==> src/rtl/irqv_pkg.sv <==
package irqv_pkg;

    typedef enum logic [1:0] {
        ST_IDLE  = 2'd0,
        ST_OFFER = 2'd1,
        ST_FETCH = 2'd2
    } irqv_state_e;

endpackage

==> src/rtl/irqv_req_arbiter.sv <==
module irqv_req_arbiter #(
    parameter int NUM_LINES = 4,
    parameter int LVL_W     = 3,
    parameter int IDX_W     = 2
) (
    input  logic                 clk,
    input  logic                 rst_n,
    input  logic [NUM_LINES-1:0] dev_req,
    input  logic                 nmi_req,
    input  logic [LVL_W-1:0]     cur_lvl,
    output logic                 pick_valid,
    output logic                 pick_nmi,
    output logic [IDX_W-1:0]     pick_idx,
    output logic [LVL_W-1:0]     pick_lvl
);

    localparam int NMI_LVL = NUM_LINES + 1;

    logic [NUM_LINES-1:0] req_q;
    logic                 nmi_q;
    logic                 found;

    // one register stage: requests are latched, then recognised next cycle
    always_ff @(posedge clk or negedge rst_n) begin
        if (!rst_n) begin
            req_q <= '0;
            nmi_q <= 1'b0;
        end else begin
            req_q <= dev_req;
            nmi_q <= nmi_req;
        end
    end

    // fixed priority: scan downwards so the lowest index is kept last
    always_comb begin
        found    = 1'b0;
        pick_nmi = 1'b0;
        pick_idx = '0;
        pick_lvl = '0;
        for (int i = NUM_LINES - 1; i >= 0; i--) begin
            if (req_q[i]) begin
                found    = 1'b1;
                pick_idx = IDX_W'(i);
                pick_lvl = LVL_W'(NUM_LINES - i);
            end
        end
        if (nmi_q) begin
            found    = 1'b1;
            pick_nmi = 1'b1;
            pick_lvl = LVL_W'(NMI_LVL);
        end
        pick_valid = found && (pick_lvl > cur_lvl);
    end

    // a chosen device line always has an active registered request
    p_pick_has_req_r4: assert property (@(posedge clk) disable iff (!rst_n)
        (pick_valid && !pick_nmi) |-> req_q[pick_idx]);

endmodule

==> src/rtl/irqv_prio_stack.sv <==
module irqv_prio_stack #(
    parameter int NUM_LINES   = 4,
    parameter int STACK_DEPTH = 4,
    parameter int LVL_W       = 3
) (
    input  logic               clk,
    input  logic               rst_n,
    input  logic               push,
    input  logic [LVL_W-1:0]   new_lvl,
    input  logic               pop,
    output logic [LVL_W-1:0]   cur_lvl,
    output logic [NUM_LINES:0] svc_latch,
    output logic               ovf
);

    localparam int NMI_LVL = NUM_LINES + 1;
    localparam int SP_W    = $clog2(STACK_DEPTH + 1);

    logic [LVL_W-1:0] saved [STACK_DEPTH];
    logic [SP_W-1:0]  sp;
    logic [LVL_W-1:0] top_lvl;
    logic             full;

    function automatic logic [NUM_LINES:0] lvl_mask(input logic [LVL_W-1:0] lvl);
        logic [NUM_LINES:0] m;
        m = '0;
        for (int b = 0; b < NUM_LINES; b++) begin
            if (lvl == LVL_W'(NUM_LINES - b)) m[b] = 1'b1;
        end
        if (lvl == LVL_W'(NMI_LVL)) m[NUM_LINES] = 1'b1;
        return m;
    endfunction

    assign full = (sp == SP_W'(STACK_DEPTH));

    always_comb begin
        top_lvl = '0;
        for (int k = 0; k < STACK_DEPTH; k++) begin
            if (sp == SP_W'(k + 1)) top_lvl = saved[k];
        end
    end

    always_ff @(posedge clk or negedge rst_n) begin
        if (!rst_n) begin
            cur_lvl   <= '0;
            sp        <= '0;
            svc_latch <= '0;
            ovf       <= 1'b0;
            for (int k = 0; k < STACK_DEPTH; k++) saved[k] <= '0;
        end else if (push) begin
            if (full) begin
                ovf <= 1'b1;
            end else begin
                for (int k = 0; k < STACK_DEPTH; k++) begin
                    if (sp == SP_W'(k)) saved[k] <= cur_lvl;
                end
                sp <= sp + SP_W'(1);
            end
            cur_lvl   <= new_lvl;
            svc_latch <= svc_latch | lvl_mask(new_lvl);
        end else if (pop && cur_lvl != '0) begin
            svc_latch <= svc_latch & ~lvl_mask(cur_lvl);
            if (sp != '0) begin
                cur_lvl <= top_lvl;
                sp      <= sp - SP_W'(1);
            end else begin
                cur_lvl <= '0;
            end
        end
    end

    p_ovf_sticky_r11: assert property (@(posedge clk) disable iff (!rst_n)
        ovf |=> ovf);
    p_sp_bound_r11: assert property (@(posedge clk) disable iff (!rst_n)
        sp <= SP_W'(STACK_DEPTH));
    p_push_raises_r7: assert property (@(posedge clk) disable iff (!rst_n)
        push |=> (cur_lvl > $past(cur_lvl)));
    p_return_lowers_r10: assert property (@(posedge clk) disable iff (!rst_n)
        (pop && !push && cur_lvl != '0) |=> (cur_lvl < $past(cur_lvl)));

endmodule

==> src/rtl/irqv_vec_timer.sv <==
module irqv_vec_timer #(
    parameter int TMO_W = 8
) (
    input  logic             clk,
    input  logic             rst_n,
    input  logic             start,
    input  logic             run,
    input  logic [TMO_W-1:0] limit,
    output logic             expired
);

    logic [TMO_W-1:0] cnt;
    logic [TMO_W:0]   cnt_next;

    always_ff @(posedge clk or negedge rst_n) begin
        if (!rst_n) begin
            cnt <= '0;
        end else if (start) begin
            cnt <= '0;
        end else if (run && cnt != '1) begin
            cnt <= cnt + TMO_W'(1);
        end
    end

    assign cnt_next = {1'b0, cnt} + (TMO_W + 1)'(1);
    assign expired  = run && (cnt_next >= {1'b0, limit});

    // the wait never counts past the programmed window (limit held stable)
    p_cnt_window_r8: assert property (@(posedge clk) disable iff (!rst_n)
        (run && limit != '0) |-> (cnt < limit));

endmodule

==> src/rtl/irq_vector_ctrl.sv <==
module irq_vector_ctrl
    import irqv_pkg::*;
#(
    parameter int NUM_LINES   = 4,
    parameter int STACK_DEPTH = 4,
    parameter int VEC_W       = 8,
    parameter int TMO_W       = 8,
    parameter logic [VEC_W-1:0] NMI_VEC = '1
) (
    input  logic                 clk,
    input  logic                 rst_n,
    input  logic [NUM_LINES-1:0] dev_req,
    input  logic                 nmi_req,
    input  logic                 cpu_ack,
    input  logic                 rti,
    input  logic [TMO_W-1:0]     tmo_cycles,
    input  logic                 dev_vec_valid,
    input  logic [VEC_W-1:0]     dev_vec,
    output logic                 cpu_irq,
    output logic [NUM_LINES-1:0] dev_ack,
    output logic                 vec_valid,
    output logic [VEC_W-1:0]     vec_out,
    output logic                 bus_err,
    output logic [$clog2(NUM_LINES+2)-1:0] cur_prio,
    output logic [NUM_LINES:0]   svc_latch,
    output logic                 stack_ovf
);

    localparam int LVL_W = $clog2(NUM_LINES + 2);
    localparam int IDX_W = (NUM_LINES > 1) ? $clog2(NUM_LINES) : 1;

    irqv_state_e      state_q, state_d;
    logic             pick_valid, pick_nmi;
    logic [IDX_W-1:0] pick_idx, win_idx_q, ack_idx;
    logic [LVL_W-1:0] pick_lvl, win_lvl_q, push_lvl;
    logic             do_push, do_pop, tmr_start, tmr_expired, fetch_tmo;

    irqv_req_arbiter #(
        .NUM_LINES (NUM_LINES),
        .LVL_W     (LVL_W),
        .IDX_W     (IDX_W)
    ) u_arb (
        .clk        (clk),
        .rst_n      (rst_n),
        .dev_req    (dev_req),
        .nmi_req    (nmi_req),
        .cur_lvl    (cur_prio),
        .pick_valid (pick_valid),
        .pick_nmi   (pick_nmi),
        .pick_idx   (pick_idx),
        .pick_lvl   (pick_lvl)
    );

    irqv_prio_stack #(
        .NUM_LINES   (NUM_LINES),
        .STACK_DEPTH (STACK_DEPTH),
        .LVL_W       (LVL_W)
    ) u_stack (
        .clk       (clk),
        .rst_n     (rst_n),
        .push      (do_push),
        .new_lvl   (push_lvl),
        .pop       (do_pop),
        .cur_lvl   (cur_prio),
        .svc_latch (svc_latch),
        .ovf       (stack_ovf)
    );

    irqv_vec_timer #(
        .TMO_W (TMO_W)
    ) u_timer (
        .clk     (clk),
        .rst_n   (rst_n),
        .start   (tmr_start),
        .run     (state_q == ST_FETCH),
        .limit   (tmo_cycles),
        .expired (tmr_expired)
    );

    // next state and control strobes
    always_comb begin
        state_d   = state_q;
        do_push   = 1'b0;
        do_pop    = 1'b0;
        push_lvl  = pick_lvl;
        tmr_start = 1'b0;
        fetch_tmo = 1'b0;
        unique case (state_q)
            ST_IDLE: begin
                do_pop = rti;
                if (pick_valid) state_d = ST_OFFER;              // recognise
            end
            ST_OFFER: begin
                if (!pick_valid) begin
                    state_d = ST_IDLE;                           // withdraw
                end else if (cpu_ack) begin
                    if (pick_nmi) begin
                        do_push = 1'b1;                          // grant-nmi
                        state_d = ST_IDLE;
                    end else begin
                        tmr_start = 1'b1;                        // grant-device
                        state_d   = ST_FETCH;
                    end
                end
            end
            ST_FETCH: begin
                if (dev_vec_valid) begin
                    do_push  = 1'b1;                             // vector-in
                    push_lvl = win_lvl_q;
                    state_d  = ST_IDLE;
                end else if (tmr_expired) begin
                    fetch_tmo = 1'b1;                            // time-out
                    state_d   = ST_IDLE;
                end
            end
            default: state_d = ST_IDLE;
        endcase
    end

    assign ack_idx = tmr_start ? pick_idx : win_idx_q;
    assign cpu_irq = (state_q == ST_OFFER);

    // state register
    always_ff @(posedge clk or negedge rst_n) begin
        if (!rst_n) begin
            state_q   <= ST_IDLE;
            win_idx_q <= '0;
            win_lvl_q <= '0;
        end else begin
            state_q <= state_d;
            if (tmr_start) begin
                win_idx_q <= pick_idx;
                win_lvl_q <= pick_lvl;
            end
        end
    end

    // registered outputs
    always_ff @(posedge clk or negedge rst_n) begin
        if (!rst_n) begin
            dev_ack   <= '0;
            vec_valid <= 1'b0;
            vec_out   <= '0;
            bus_err   <= 1'b0;
        end else begin
            dev_ack   <= (state_d == ST_FETCH) ?
                         ({{(NUM_LINES-1){1'b0}}, 1'b1} << ack_idx) : '0;
            vec_valid <= do_push;
            bus_err   <= fetch_tmo;
            if (do_push) vec_out <= (state_q == ST_OFFER) ? NMI_VEC : dev_vec;
        end
    end

    p_ack_onehot_r6: assert property (@(posedge clk) disable iff (!rst_n)
        $onehot0(dev_ack));
    p_no_ack_on_offer_r6: assert property (@(posedge clk) disable iff (!rst_n)
        cpu_irq |-> (dev_ack == '0));
    p_vec_or_err_r8: assert property (@(posedge clk) disable iff (!rst_n)
        !(vec_valid && bus_err));
    p_err_follows_ack_r8: assert property (@(posedge clk) disable iff (!rst_n)
        bus_err |-> ($past(dev_ack) != '0));
    p_err_keeps_prio_r8: assert property (@(posedge clk) disable iff (!rst_n)
        bus_err |-> $stable(cur_prio));
    p_entry_raises_r2: assert property (@(posedge clk) disable iff (!rst_n)
        vec_valid |-> (cur_prio > $past(cur_prio)));
    p_nmi_vector_r3: assert property (@(posedge clk) disable iff (!rst_n)
        (vec_valid && svc_latch[NUM_LINES] && !$past(svc_latch[NUM_LINES]))
            |-> (vec_out == NMI_VEC));

endmodule

==> config.mk <==
export PLATFORM = sky130hd
export DESIGN_NAME = irq_vector_ctrl
export DESIGN_NICKNAME = d
export VERILOG_FILES = /design/src/rtl/irqv_pkg.sv /design/src/rtl/irqv_req_arbiter.sv /design/src/rtl/irqv_prio_stack.sv /design/src/rtl/irqv_vec_timer.sv /design/src/rtl/irq_vector_ctrl.sv
export SDC_FILE = /design/constraint.sdc
export NUM_CORES = 1
export LEC_CHECK = 0
export ABC_AREA = 1
export ABC_CLOCK_PERIOD_IN_PS = 2660
export BUFFER_PORTS_ARGS = -buffer_cell sky130_fd_sc_hd__buf_2
export CAP_MARGIN = 10
export CORE_MARGIN = 3
export CORE_UTILIZATION = 57
export DETAILED_ROUTE_END_ITERATION = 10
export PLACE_DENSITY = 0.89
export SKIP_LAST_GASP = 1
export SYNTH_ARGS = -nofsm -noshare
export SYNTH_HDL_FRONTEND = slang
export SYNTH_SLANG_ARGS = --single-unit
==> constraint.sdc <==
create_clock -name clk -period 2.66 [get_ports clk]
set_clock_uncertainty 0.15 [all_clocks]
set_input_delay 0.133 -clock clk [delete_from_list [all_inputs] [get_ports clk]]
set_output_delay 0.133 -clock clk [all_outputs]
set_load 0.01 [all_outputs]
==> results.toml, run 1 <==
[outcome]
outcome = "completed"

[timing]
hold_ws_ns = 0.140
fmax_ghz = 0.409
slew_violations = 0
rsz0062_at_grt = "false"
final-setup-viol-count = 0
worst_pin_slew_ns = 0.889
slew_headroom = 0.408
hold_viol_final = 0
period_share = 0.919
finalSetupTns_ns = 0
period_needed_ns = 2.44

[detailed_routing]
ant_nets = 0
drtPass1Iterations = 6
post-route-drc-count = 0
wl_per_cell_um = 14.4
wl_mm = 7.48
routed_via_density = 5.36
drt-initial-drc-count = 247
vias = 2788

[synthesis]
synth_cell_types = 36
synth_top_area_share = 0.459
synthesis.area_mm2 = 0.00316
synth_warnings = 0
synthArstFlopShare = 1.00
synth_edf_count = 0
ys_seq_elements = 58
synth.area.top_cells = "dfrtp_1, nand2_1, ha_1, inv_1, o21ai_0"
syn_inst = 368
syn-num-nets = 416
syn_avg_cell_area_um2 = 8.60
synth_top_area_cell = "dfrtp_1"
yosysSeqAreaShare = 0.459
yosys_most_used_dff = "dfrtp_1"

[finish]
fin_nets = 493
drive_above_1_share = 0.227
area_growth_pct = 22.7
final_cell_mix = "nand2_1, dfrtp_1, inv_1, buf_2, o21ai_0"
nFillCells = 362
stdcell_count = 520
final_common_cell = "nand2_1"
antenna_cells = 0

[global_route]
grt_pass1_vias = 2796
antenna_found_initial = 0
grt_use_met1 = 0.316
groute.usage.overall = 0.255
grtUsageMet3 = 0.0639
grt_pass1_wl_mm = 12.5
grt-ovfl-total = 0
met2_usage = 0.410
grt_max_degree = 42
grt_busiest_layer = "met2"

[setup_path]
critPathMaxFanout = 4
r2r_setup_slack_ns = 0.22
slowest_delay_ns = 0.43
critPathRequiredTime_ns = 2.78
crit_path_start_kind = "flop"
crit_chain = "buf_4 > nand3_1 > xor2_1 > inv_1 > ha_1 > nand2_1 > inv_1 > nand3_1 > nand3_1 > nand2_1 > nand2_1 > nand2_1 > nand3_2 > nand2_1 > a21oi_2 > nand3_2 > nor2_1"
crit_top_cell = "nand2_1"
slowest_stage = "dfrtp_1"
cp-end-kind = "flop"
crit_start = "u_timer.cnt[0]"
crit_type = "reg2reg"
r2r_start = "u_timer.cnt[0]"
critPathCapture = "dev_ack[0]"
r2r_end = "dev_ack[0]"
worstPathArrival_ns = 2.56
r2r_cells = 17

[flow_run]
drv_cap = 0

[die]
core_area_mm2 = 0.00524
num_rows = 26
dieHeight_um = 80.5
die-width_um = 80.5
start_util = 0.604
io_pins = 50
fp.dieArea_mm2 = 0.00648

[power_and_ir_drop]
seqPwrFrac = 0.367
p_comb_frac = 0.418
switching_share = 0.418
intPower_mw = 2.17
switching_power_mw = 1.56
power_density_mw_per_mm2 = 959
p_clk_frac = 0.216
ir_drop_mv = 0.626
leakage_nw = 2.09

[clock_network]
cts_made_buffers = 9
cts_sinks = 58
cts.path.max_buffers = 2
cts-root-buf = "clkbuf_8"
h-tree-depth = 3
clk-insertion-delay-late_ns = 0.34
clk_pin_slew_ns = 0.07
cts_tree = "built"

[min_path]
hp-class = "in2reg"

[placement]
dp_hpwl_mm = 5.27
port_buffers = 49
dpl.cell_count = 488
place_congestion = 0.882
-- per-stage QoR --
stage | cell area (um^2) | util | setup WS, ns | power, mW
2_1_floorplan | 3160 | - | 0.451 | 2.37
3_3_place_gp | 3510 | 0.670 | 0.338 | 2.77
3_5_place_dp | 3510 | 0.670 | 0.172 | 2.87
4_1_cts | 3850 | 0.736 | 0.155 | 3.69
5_1_grt | 3880 | 0.741 | 0.00240 | 3.99
6_report | 3880 | 0.741 | 0.216 | 3.72
-- what timing repair did --
| item | CTS | global route |
|---|---|---|
| hold buffers | 15 | 0 |
| buffers inserted | 0 | 1 |
| endpoints found under the setup margin | 0 | 4 |
| endpoints found under the hold margin | 54 | 0 |
| gates resized for setup | 0 | 3 |
-- per-layer routing --
metal / up-vias / share of wire
li1: 1340 / -
met4: 0 / 0.025
met3: 21 / 0.062
met2: 119 / 0.49
met1: 1308 / 0.43
met5: - / 0
-- sequential cells by signal (all words and copies together) (netlist names) --
name and cells:
state_q 2, win_idx_q 2, u_arb.nmi_q 1, u_timer.cnt 8
u_stack.sp 3, win_lvl_q 3, u_arb.req_q 4, vec_out 8
u_stack.cur_lvl 3, u_stack.svc_latch 5, u_stack.saved 12, vec_valid 1
bus_err 1, u_stack.ovf 1, dev_ack 4
-- power groups by stage --
stage,Clock [mW],Sequential (mW),Combinational [mW]
2_1_floorplan,0,1.39,0.978
3_3_place_gp,0,1.36,1.41
6_report,0.803,1.37,1.56
5_1_grt,0.850,1.40,1.74
3_5_place_dp,0,1.37,1.50
4_1_cts,0.811,1.36,1.53
-- critical path, delay by kind of cell (launching register included) --
family / cells / cell delay (ns)
and+or+nand+nor: 11 / 0.86
DFF: 1 / 0.43
buffers and inverters: 3 / 0.30
adders and majority gates: 1 / 0.28
xor gates and xnor gates: 1 / 0.20
AOI/OAI and AO/OA: 1 / 0.16
-- worst min path at each step --
stage | slack [ns] | startpoint | endpoint | cells past startpoint
final | 0.14 | cpu_ack | state_q[1] | 3
after global routing | 0.14 | cpu_ack | state_q[1] | 3
after CTS | 0.10 | cpu_ack | state_q[1] | 3
after detailed placement | 0.09 | dev_req[1] | u_arb.req_q[1] | 1
after global placement | 0.09 | dev_req[1] | u_arb.req_q[1] | 1
after floorplan | -0.31 | rst_n | bus_err | 0
-- cell type report --
type                       count  area, um^2  share of cell area
sequential                    58        1450               0.374
timing repair buffer          70         440               0.113
inverter                      55         211              0.0545
clock inverter                 7        70.1              0.0180
clock buffer                   9         124              0.0319
multi-input combinational    251        1500               0.386
tap                           70        87.6              0.0226
-- kinds of logic (layout without fill, tap and decap cells) --
kind of cell               after synthesis  in the layout  synth area share
DFF                                     58             58             0.459
xor gates and xnor gates                 8              8            0.0221
adders and majority gates               22             22            0.0870
and+or+nand+nor                        158            158             0.236
AOI/OAI and AO/OA                       63             63             0.122
buffers and inverters                   59            141            0.0743
-- Yosys cell counts, types with 6 or more instances --
cell	n
a21oi_1	6
dfrtp_1	58
ha_1	22
inv_1	49
nand2_1	87
nand2_2	6
nand3_1	25
nand3_2	6
nor2_1	23
o21ai_0	32
o21ai_1	8
xor2_1	8
No activity file was read; power rests on OpenSTA's default activity.
==> run 2, diff against run 1 <==
RECOVER_POWER = 100   (was unset)
SKIP_LAST_GASP = unset   (was 1)
==> run 2 against run 1 <==
Net effect: die area is the same; routed wire length rose by 0.21%; sequential cell count unchanged; sequential power about the same; critical path type unchanged; utilization shrank 1.0 points; first-iteration DRC count down 0.81%; maximum frequency is 1.8% lower; critical path depth shrank 3; combinational power down 4%.
==> results.toml, run 2 (synthesis gave the netlist of run 1 again) <==
[clock_network]
cts-root-buf = "clkbuf_8"
clk-insertion-delay-late_ns = 0.35
h-tree-depth = 3
cts_made_buffers = 9
clk_pin_slew_ns = 0.07
cts.path.max_buffers = 2
cts_sinks = 58
cts_tree = "built"

[finish]
top_regs = "u_stack.saved (12), u_timer.cnt (8), vec_out (8)"
final_common_cell = "nand2_1"
top_register = "u_stack.saved"
fin_nets = 493
final_cell_mix = "nand2_1, dfrtp_1, inv_1"
fin_util = 0.731
area_growth_pct = 21.0
antenna_cells = 0
largest_reg_flops = 12
drive_above_1_share = 0.160

[timing]
period_needed_ns = 2.49
rsz0062_at_grt = "false"
slew_headroom = 0.305
hold_viol_final = 0
fmax_ghz = 0.402
worst_pin_slew_ns = 1.04
period_share = 0.935
finalSetupTns_ns = 0
slew_violations = 0
final-setup-viol-count = 0
timing.final.ws_setup_ns = 0.172

[global_route]
grt_max_degree = 42
grt-ovfl-total = 0
grt_pass1_vias = 2796
groute.usage.overall = 0.255
grt_pass1_wl_mm = 12.5
antenna_found_initial = 0

[power_and_ir_drop]
p_comb_frac = 0.407
power_density_mw_per_mm2 = 958
switching_power_mw = 1.55
seqPwrFrac = 0.374
intPower_mw = 2.12
leakage_nw = 1.99
p_clk_frac = 0.219
switching_share = 0.423
ir_drop_mv = 0.614

[setup_path]
r2r_cells = 14
r2r_start = "u_arb.nmi_q"
worstPathArrival_ns = 2.61
crit_path_start_kind = "flop"
cp-end-kind = "flop"
critPathRequiredTime_ns = 2.78
r2r_end = "dev_ack[0]"
crit_type = "reg2reg"
critPathMaxFanout = 14
r2r_setup_slack_ns = 0.17

[die]
num_rows = 26
die-width_um = 80.5
dieHeight_um = 80.5
core_area_mm2 = 0.00524
io_pins = 50
fp.dieArea_mm2 = 0.00648
start_util = 0.604

[placement]
place_congestion = 0.882
dp_slack_ns = 0.172
dp_hpwl_mm = 5.27
port_buffers = 49

[detailed_routing]
vias = 2815
wl_per_cell_um = 14.4
ant_nets = 0
routed_via_density = 5.41
post-route-drc-count = 0
wl_mm = 7.49
drtPass1Iterations = 5
drt-initial-drc-count = 245

[min_path]
hp-class = "in2reg"
hold_depth = 4
hold_start = "cpu_ack"
hold_end = "state_q[1]"

[outcome]
outcome = "completed"

[flow_run]
drv_cap = 0
[run 2: cell count changes in the layout (fill, tap and decap cells not counted), sizes merged]
| cell | change |
|---|---|
| buf | -26 |
| clkbuf | +26 |
[run 2: repair_timing]
action	in CTS	in global routing
hold buffers	15	0
endpoints found under the hold margin	54	0
setup endpoints to repair	0	4
buffers inserted	0	1
gates resized for setup	0	3
[run 2: per-layer routing]
metal,track usage,wire [um]
met1,0.316,3220
met2,0.410,3640
met3,0.0639,424
met4,0.133,211
met5,0,0
[run 2: worst max-delay path by stage]
stage | from | endpoint | slack [ns] | depth (start not counted)
final | u_arb.nmi_q | dev_ack[0] | 0.17 | 14
after global routing | u_timer.cnt[0] | dev_ack[0] | 0.002 | 17
after CTS | u_timer.cnt[0] | dev_ack[0] | 0.15 | 17
after detailed placement | u_timer.cnt[0] | dev_ack[0] | 0.17 | 17
after global placement | u_timer.cnt[0] | dev_ack[3] | 0.34 | 17
after floorplan | u_timer.cnt[0] | dev_ack[0] | 0.45 | 17
[run 2: layout make-up]
type | count | area, um^2
well taps | 70 | 87.6
clock inverters | 7 | 70.1
multi-input cells | 251 | 1480
fillers | 385 | 1410
clock buffers | 9 | 124
repair buffers | 70 | 404
flip-flops and latches | 58 | 1450
inverters | 55 | 211
[run 2: through the flow]
stage	total power, mW	hold WS (ns)	area, um^2	cells
2_1_floorplan	2.37	-0.313	3160	368
6_report	3.67	0.142	3830	520
4_1_cts	3.69	0.104	3850	519
5_1_grt	3.93	0.142	3830	520
3_5_place_dp	2.87	0.0927	3510	488
3_3_place_gp	2.77	0.0912	3510	488
[run 2: power by group through the flow]
stage          combinational [mW]  sequential, mW  clock, mW
3_3_place_gp                 1.41            1.36          0
4_1_cts                      1.53            1.36      0.811
2_1_floorplan               0.978            1.39          0
5_1_grt                      1.68            1.40      0.850
6_report                     1.49            1.37      0.804
3_5_place_dp                 1.50            1.37          0
[run 2: worst max-delay path: stages (launching register included)]
cell and delay, ns:
dfrtp_1 0.43, nor2_2 0.17, inv_1 0.09, ha_1 0.33, a21oi_1 0.19, nand2_1 0.09
nand4_1 0.14, inv_1 0.11, nand2_4 0.18, inv_1 0.08, nand2_1 0.09, nand2_1 0.12
inv_1 0.10, nand2_1 0.05, nor2_1 0.11
